==> src/rtl/btn_shaper_pkg.sv <==
package btn_shaper_pkg;

  // Strobes from the control decision to the datapath registers.
  typedef struct packed {
    logic loadFrame;  // take a new frame on this edge
    logic useOldDir;  // direction nibble falls back to the stored one
  } shapeCtrl_t;

endpackage

==> src/rtl/btn_shaper_ctrl.sv <==
module btn_shaper_ctrl
  import btn_shaper_pkg::*;
#(
  parameter int DIR_W = 4
) (
  input  logic             clk,
  input  logic             rstN,
  input  logic             frameValid,
  input  logic             modeFourWay,
  input  logic [DIR_W-1:0] rawDir,
  output shapeCtrl_t       ctl
);

  localparam int PAIRS = DIR_W / 2;
  localparam logic [DIR_W-1:0] LOW_OF_PAIR = {PAIRS{2'b01}};

  logic [PAIRS-1:0] pairHit;
  logic             opposeHit;
  logic             manyHit;

  // One opposing pair per two direction bits: (Up,Down) and (Left,Right).
  for (genvar g = 0; g < PAIRS; g++) begin : g_pair
    assign pairHit[g] = rawDir[2*g+1] & rawDir[2*g];
  end

  assign opposeHit = |pairHit;
  // More than one bit set: n & (n-1) is non-zero.
  assign manyHit   = |(rawDir & (rawDir - DIR_W'(1)));

  always_comb begin
    ctl.loadFrame = frameValid;
    ctl.useOldDir = modeFourWay ? manyHit : opposeHit;
  end

  // opposing pair in two-axis mode must raise the fallback.
  p_oppose_r3: assert property (@(posedge clk) disable iff (!rstN)
    (!modeFourWay && ((rawDir & (rawDir >> 1) & LOW_OF_PAIR) != '0)) |-> ctl.useOldDir);

  // four-way mode falls back exactly when several directions are set.
  p_fourway_r4: assert property (@(posedge clk) disable iff (!rstN)
    modeFourWay |-> (ctl.useOldDir == ($countones(rawDir) > 1)));

  // a lone direction is never rejected in either mode.
  p_single_ok_r10: assert property (@(posedge clk) disable iff (!rstN)
    ($countones(rawDir) <= 1) |-> !ctl.useOldDir);

endmodule

==> src/rtl/btn_shaper_dp.sv <==
module btn_shaper_dp
  import btn_shaper_pkg::*;
#(
  parameter int BTN_W = 8,
  parameter int DIR_W = 4
) (
  input  logic             clk,
  input  logic             rstN,
  input  shapeCtrl_t       ctl,
  input  logic [BTN_W-1:0] rawButtons,
  output logic [BTN_W-1:0] cleanButtons,
  output logic [BTN_W-1:0] pressedMask,
  output logic [BTN_W-1:0] releasedMask
);

  logic [BTN_W-1:0] cleanReg;
  logic [BTN_W-1:0] pressReg;
  logic [BTN_W-1:0] relReg;
  logic [BTN_W-1:0] nextClean;

  always_comb begin
    nextClean = rawButtons;
    if (ctl.useOldDir)
      nextClean[DIR_W-1:0] = cleanReg[DIR_W-1:0];
  end

  always_ff @(posedge clk or negedge rstN) begin
    if (!rstN) begin
      cleanReg <= '0;
      pressReg <= '0;
      relReg   <= '0;
    end else if (ctl.loadFrame) begin
      cleanReg <= nextClean;
      pressReg <= nextClean & ~cleanReg;
      relReg   <= cleanReg & ~nextClean;
    end
  end

  assign cleanButtons = cleanReg;
  assign pressedMask  = pressReg;
  assign releasedMask = relReg;

  // nothing moves without a frame strobe.
  p_hold_r2: assert property (@(posedge clk) disable iff (!rstN)
    !ctl.loadFrame |=> ($stable(cleanButtons) && $stable(pressedMask) && $stable(releasedMask)));

  // on fallback, action nibble is live and direction nibble is the old one.
  p_fallback_r5: assert property (@(posedge clk) disable iff (!rstN)
    (ctl.loadFrame && ctl.useOldDir) |=>
      (cleanButtons[DIR_W-1:0] == $past(cleanButtons[DIR_W-1:0]) &&
       cleanButtons[BTN_W-1:DIR_W] == $past(rawButtons[BTN_W-1:DIR_W])));

  // pressed mask relates old and new conditioned bytes.
  p_press_r6: assert property (@(posedge clk) disable iff (!rstN)
    ctl.loadFrame |=> (pressedMask == (cleanButtons & ~$past(cleanButtons))));

  // released mask relates old and new conditioned bytes.
  p_release_r7: assert property (@(posedge clk) disable iff (!rstN)
    ctl.loadFrame |=> (releasedMask == ($past(cleanButtons) & ~cleanButtons)));

  // press and release never overlap.
  p_disjoint_r8: assert property (@(posedge clk) disable iff (!rstN)
    (pressedMask & releasedMask) == '0);

endmodule

==> src/rtl/btn_shaper.sv <==
module btn_shaper
  import btn_shaper_pkg::*;
#(
  parameter int BTN_W = 8,
  parameter int DIR_W = 4
) (
  input  logic             clk,
  input  logic             rstN,
  input  logic             frameValid,
  input  logic             modeFourWay,
  input  logic [BTN_W-1:0] rawButtons,
  output logic [BTN_W-1:0] cleanButtons,
  output logic [BTN_W-1:0] pressedMask,
  output logic [BTN_W-1:0] releasedMask
);

  shapeCtrl_t ctl;

  btn_shaper_ctrl #(.DIR_W(DIR_W)) i_ctrl (
    .clk        (clk),
    .rstN       (rstN),
    .frameValid (frameValid),
    .modeFourWay(modeFourWay),
    .rawDir     (rawButtons[DIR_W-1:0]),
    .ctl        (ctl)
  );

  btn_shaper_dp #(.BTN_W(BTN_W), .DIR_W(DIR_W)) i_dp (
    .clk         (clk),
    .rstN        (rstN),
    .ctl         (ctl),
    .rawButtons  (rawButtons),
    .cleanButtons(cleanButtons),
    .pressedMask (pressedMask),
    .releasedMask(releasedMask)
  );

  // reset clears every output.
  p_reset_r1: assert property (@(posedge clk)
    !rstN |=> (!rstN || (cleanButtons == '0 && pressedMask == '0 && releasedMask == '0)) );

endmodule

==> config.mk <==
export PLATFORM = sky130hd
export DESIGN_NAME = btn_shaper
export DESIGN_NICKNAME = d
export VERILOG_FILES = /design/src/rtl/btn_shaper_pkg.sv /design/src/rtl/btn_shaper_ctrl.sv /design/src/rtl/btn_shaper_dp.sv /design/src/rtl/btn_shaper.sv
export SDC_FILE = /design/constraint.sdc
export NUM_CORES = 1
export LEC_CHECK = 0
export BUFFER_PORTS_ARGS = -buffer_cell sky130_fd_sc_hd__buf_2
export CORE_ASPECT_RATIO = 0.7
export CORE_MARGIN = 2
export CORE_UTILIZATION = 48
export CTS_CLUSTER_SIZE = 8
export DETAILED_ROUTE_END_ITERATION = 7
export PLACE_DENSITY = 0.78
export SLEW_MARGIN = 20
export SYNTH_ARGS = -nofsm -noshare
export SYNTH_HDL_FRONTEND = slang
export SYNTH_SLANG_ARGS = --single-unit
==> constraint.sdc <==
create_clock -name clk -period 0.9 [get_ports clk]
set_clock_uncertainty 0.05 [all_clocks]
set_input_delay 0.045 -clock clk [delete_from_list [all_inputs] [get_ports clk]]
set_output_delay 0.045 -clock clk [all_outputs]
set_load 0.05 [all_outputs]
==> results of run 1 <==
-- area by class of cell --
cell class	count	share of cell area, %
Clock buffer	3	1.31
Inverter	24	5.24
Timing Repair Buffer	60	32.8
Tap cell	24	1.75
Clock inverter	1	1.75
Sequential cell	24	36.7
Multi-Input combinational cell	35	20.5
-- timing repair --
item / 4_1_cts / 5_1_grt
resized for setup: 55 / 7
buffers inserted: 7 / 3
setup endpoints to repair: 24 / 41
endpoints found under the hold margin: 38 / 2
-- state kept, by name, indices dropped and copies added (netlist names) --
register,count
i_dp.pressedMask,8
i_dp.cleanButtons,8
i_dp.releasedMask,8
-- cells in the final DEF (no fill, tap or decap) --
master / count
buf_6: 31
dfrtp_2: 24
inv_1: 20
buf_4: 12
buf_2: 11
nand3b_1: 8
o32ai_2: 8
o21ai_1: 7
dlygate4sd3_1: 5
inv_2: 4
mux2i_1: 4
mux2_2: 4
clkbuf_4: 3
a22oi_2: 1
o221ai_2: 1
nand3_2: 1
o21ai_0: 1
bufinv_16: 1
buf_12: 1
-- metal layers --
metal / wire [um] / vias up / track usage, % / share of wire, %
li1: - / 411 / - / -
met1: 1040 / 412 / 28.1 / 44
met2: 1220 / 18 / 33.9 / 52
met3: 99 / 2 / 5.79 / 4.2
met4: 8 / 0 / 4.00 / 0.34
met5: 0 / - / 0 / 0
-- cell usage after synthesis --
cell type / instances / area, um2
o32ai_1: 2 / 17.5
nand3b_1: 8 / 60.1
buf_6: 1 / 11.3
a22oi_1: 1 / 7.51
buf_2: 3 / 15.0
mux2_2: 4 / 45.0
o21ai_0: 8 / 40.0
inv_1: 24 / 90.1
dfrtp_1: 24 / 601
o221ai_1: 1 / 8.76
o32ai_2: 6 / 97.6
nand3_2: 1 / 10.0
mux2i_1: 4 / 40.0
-- how the worst max path moves through the flow --
stage	start	end	slack [ps]	cells past startpoint
after global routing	i_dp.cleanButtons[7]	cleanButtons[7]	-160	1
after global placement	rawButtons[0]	i_dp.pressedMask[2]	-90	5
final	i_dp.cleanButtons[3]	cleanButtons[3]	-120	1
after floorplan	i_dp.cleanButtons[4]	i_dp.cleanButtons[4]	-60	1
after detailed placement	rawButtons[0]	i_dp.pressedMask[3]	-150	5
after CTS	i_dp.cleanButtons[3]	cleanButtons[3]	-150	1
-- metrics by stage --
step           cell area [um2]  instances  hold WS [ps]  total power [uW]  util (%)
6_report                  1720        171          2.58              3350      81.8
3_5_place_dp              1370        152         -7.00              2250      65.0
3_3_place_gp              1370        152         -10.3              2230      65.0
4_1_cts                   1690        168         -6.68              3330      80.6
2_1_floorplan             1100         87          -301              1990         -
5_1_grt                   1720        171         -8.34              3500      81.8
-- logic make-up (layout without fill, tap and decap cells) --
| logic type | Yosys count | after routing |
|---|---|---|
| DFF | 24 | 24 |
| and+or+nand+nor | 9 | 9 |
| AOI/OAI and AO/OA | 18 | 18 |
| muxes | 8 | 8 |
| buffers and inverters | 28 | 88 |
-- power by group through the flow --
stage | Combinational, uW | Sequential [uW] | Clock (uW)
global placement | 902 | 1330 | 0
detailed placement | 916 | 1330 | 0
CTS | 1200 | 1320 | 802
finish | 1250 | 1320 | 772
floorplan | 219 | 1770 | 0
global route | 1320 | 1340 | 837
==> results_dict.tcl, run 1 <==
set metrics [dict create \
    cap_violations 0 \
    timing.final.max_slew_violations 0 \
    start_util_pct 49.6 \
    synth_compound_area_share_pct 16.4 \
    final.min_clock_period_ps 1020 \
    h-tree-depth 1 \
    drive_gt1_share_pct 69.4 \
    arrival_ps 930 \
    antenna_found_initial 0 \
    crit_chain "buf_6" \
    firstDrtPassIters 4 \
    grt_pass1_wl_mm 3.98 \
    setup_viol 34 \
    ys_warn_count 0 \
    p_leak_uw 0.000794 \
    drt_iter0_drc 11 \
    worst_slew_margin_rel_pct 79.6 \
    core_um2 2100 \
    reg2reg_to "i_dp.cleanButtons[4]" \
    pre_cts_ws_ps -151 \
    worst_slack_ps -122 \
    synth_area_um2 1040 \
    synth_xor_area_share_pct 0 \
    yosys_register_bits 24 \
    hold_viol 0 \
    routed_wl_mm 2.36 \
    startpoint_type "flip-flop" \
    worst_pin_slew_ps 306 \
    cpMaxStageDelayCell "dfrtp_2" \
    required_ps 810 \
    cts_root_buffer "clkbuf_4" \
    rr_worst_depth 2 \
    power_per_cell_area_nw_per_um2 1950 \
    cts_tree "built" \
    worstHoldStart "rawButtons[0]" \
    switching_share_pct 34.4 \
    place_congestion 0.730 \
    hold_class "primary input to flip-flop" \
    insertion_delay_ps 320 \
    diodes 0 \
    rows 14 \
    internal_power_uw 2200 \
    clock.fmax_mhz 979 \
    regArea_um2 631 \
    ant_nets 0 \
    grt_pass1_vias 881 \
    num-fill-cells 105 \
    pwr-share-seq_pct 39.5 \
    yosys.area_share.simple_pct 6.71 \
    vias 843 \
    crit_path_end_kind "primary output" \
    violations "setup timing" \
    hold-path-endpoint "i_dp.releasedMask[0]" \
    drc 0 \
    period_share_pct 114 \
    clk_path_buf_depth 2 \
    synthAdderAreaFrac_pct 0 \
    max-vdd-ir-drop_v 0.00190 \
    path_class "flip-flop to primary output" \
    clk_pin_slew_worst_paths_ps 130 \
    grt_max_degree 25 \
    dp_hpwl_mm 1.50 \
    holdBufCountCts 5 \
    p_switching_uw 1150 \
    ys_types 13 \
    multi_input_area_um2 353 \
    hold-path-cell-count 3 \
    synth_top_family_by_area "compound AO/OA/AOI/OAI gates" \
    finalNetCount 160 \
    die_area_um2 2570 \
    netlist_instances 87 \
    grt_usage_pct 20.9 \
    crit_family "flip-flops" \
    cp.buffers_inverters 1 \
    fp.dieH_um 43.0 \
    rsz0062_at_grt "true" \
    die_w_um 59.7 \
    numPortBuffers 35 \
    syn2layout_area_growth_pct 64.9 \
    avgViaCountPerCell 4.93 \
    cts.sinks 24 \
    seq_area_frac_synth_pct 57.6 \
    muxShareOfSynthArea_pct 8.15 \
    grt_overflow 0 \
    crit_fanout 3 \
    r2r_setup_slack_ps -70 \
    io_pins 36 \
    status "finished, violations left" \
    clkPwrFrac_pct 23.0 \
    r2r-start "i_dp.cleanButtons[4]" \
    route.detailed.wl_per_inst_um 13.8 \
    syn_nets 99 \
    slowest_delay_ps 450 \
    final.setup.tns_ps -2750 \
    pwr-share-comb_pct 37.4 \
    synth_area_per_cell_um2 12.0 \
    numCtsBuffers 3 \
]
Power figures use the tool's default switching activity.
==> inputs of run 2 (changes only) <==
--- a/config.mk
+++ b/config.mk
@@ -9,6 +9,7 @@
 export CORE_ASPECT_RATIO = 0.7
 export CORE_MARGIN = 2
 export CORE_UTILIZATION = 48
+export CTS_BUF_LIST = sky130_fd_sc_hd__clkbuf_16
 export CTS_CLUSTER_SIZE = 8
 export DETAILED_ROUTE_END_ITERATION = 7
 export PLACE_DENSITY = 0.78
==> run 2 against run 1 <==
The flow still finishes with violations (setup timing); via count rose by 0.95%; design area increased by 0.95%; sequential cell count did not move; combinational power shrank 4%; core utilization rose by 0.77 points; setup slack better by 65 ps; hold slack better by 8.2 ps; clock power grew 63%; non-clock buffer count down 4; highest routed layer unchanged.
==> results_dict.tcl, run 2 (synthesized netlist as in run 1, its figures left out) <==
set metrics [dict create \
    post_dp_cell_area_um2 1370 \
    grt_pass1_vias 888 \
    insertion_delay_ps 260 \
    pre_cts_ws_ps -151 \
    max-vdd-ir-drop_v 0.00174 \
    dp_hpwl_mm 1.50 \
    r2r-start "i_dp.cleanButtons[4]" \
    startpoint_type "flip-flop" \
    grt_max_degree 25 \
    multi_input_area_um2 357 \
    worst_pin_slew_ps 302 \
    numCtsBuffers 3 \
    cts.sinks 24 \
    required_ps 810 \
    startpoint "i_dp.cleanButtons[6]" \
    p_leak_uw 0.000807 \
    p_total_uw 3810 \
    clock.fmax_mhz 1050 \
    grt_pass1_wl_mm 4.13 \
    rows 14 \
    cts_root_buffer "clkbuf_16" \
    hold_slack_ps 10.7 \
    io_pins 36 \
    cp.buffers_inverters 1 \
    core_um2 2100 \
    worst_slew_margin_rel_pct 79.9 \
    start_util_pct 49.6 \
    rsz0062_at_grt "true" \
    clk_pin_slew_worst_paths_ps 60 \
    violations "setup timing" \
    path_class "flip-flop to primary output" \
    die_w_um 59.7 \
    routed_wl_mm 2.68 \
    fp.dieH_um 43.0 \
    drt_iter0_drc 30 \
    ant_nets 0 \
    cpMaxStageDelayCell "dfrtp_2" \
    final_common_cell "buf_6" \
    arrival_ps 860 \
    drc 0 \
    grt_overflow 0 \
    vias 851 \
    h-tree-depth 1 \
    syn2layout_area_growth_pct 66.4 \
    crit_path_end_kind "primary output" \
    cts_tree "built" \
    num-fill-cells 100 \
    setup_viol 29 \
    power_per_cell_area_nw_per_um2 2190 \
    avgViaCountPerCell 5.10 \
    finalNetCount 156 \
    final.min_clock_period_ps 957 \
    final_cell_mix "buf_6 (29), dfrtp_2 (24), inv_1 (20)" \
    final_cell_area_um2 1740 \
    timing.final.max_slew_violations 0 \
    diodes 0 \
    period_share_pct 106 \
    numPortBuffers 35 \
    antenna_found_initial 0 \
    slowest_delay_ps 440 \
    firstDrtPassIters 4 \
    crit_chain "buf_6" \
    place_congestion 0.730 \
    hold_viol 0 \
    drive_gt1_share_pct 70.6 \
    crit_family "flip-flops" \
    worst_slack_ps -56.5 \
    clk_path_buf_depth 2 \
    worstHoldStart "rawButtons[5]" \
    status "finished, violations left" \
    die_area_um2 2570 \
    regArea_um2 631 \
    route.detailed.wl_per_inst_um 16.1 \
    final.setup.tns_ps -657 \
    hold_class "primary input to flip-flop" \
    grt_usage_pct 22.6 \
    crit_fanout 4 \
    cap_violations 0 \
]
==> run 2: final cells by class <==
cell class	count	area share, %
tap	24	1.73
sequential	24	36.3
multi-input combinational	35	20.5
clock buffer	3	4.32
timing repair buffer	56	30.2
clock inverter	1	1.73
inverter	24	5.19
==> run 2: metrics by stage <==
stage          std cells  util (%)
6_report             167      82.6
5_1_grt              167      82.6
4_1_cts              164      80.4
3_5_place_dp         152      65.0
3_3_place_gp         152      65.0
2_1_floorplan         87         -
==> run 2: report_power, final <==
part / total [uW] / leakage [uW] / internal (uW) / switching (uW)
sequential: 1350 / 0.000274 / 1220 / 125
combinational: 1200 / 0.000482 / 485 / 716
clock: 1260 / 0.0000511 / 884 / 377
total: 3810 / 0.000807 / 2590 / 1220
==> run 2: final timing paths <==
kind / end / slack (ps) / cells after the start
worst max-delay path: cleanButtons[6] / -60 / 1
worst min-delay path: i_dp.cleanButtons[5] / 10 / 2
worst max register to register: i_dp.pressedMask[4] / -20 / 3
worst min register to register: i_dp.pressedMask[3] / 480 / 1
max in group asynchronous: i_dp.releasedMask[5] / 300 / 3
min in group asynchronous: i_dp.pressedMask[3] / 240 / 3
==> run 2: timing repair <==
action,in CTS,in global routing
hold buffers,3,0
gates resized for setup,48,13
setup buffers,5,3
hold endpoints to repair,26,0
setup endpoints to repair,24,32
==> run 2: routing by layer <==
| metal | vias to the layer above | wire (um) | GRT usage [%] |
|---|---|---|---|
| met5 | - | 0 | 0 |
| met4 | 0 | 33 | 6.67 |
| met3 | 5 | 89 | 5.79 |
| met2 | 17 | 1450 | 39.6 |
| met1 | 422 | 1110 | 26.9 |
| li1 | 407 | - | - |
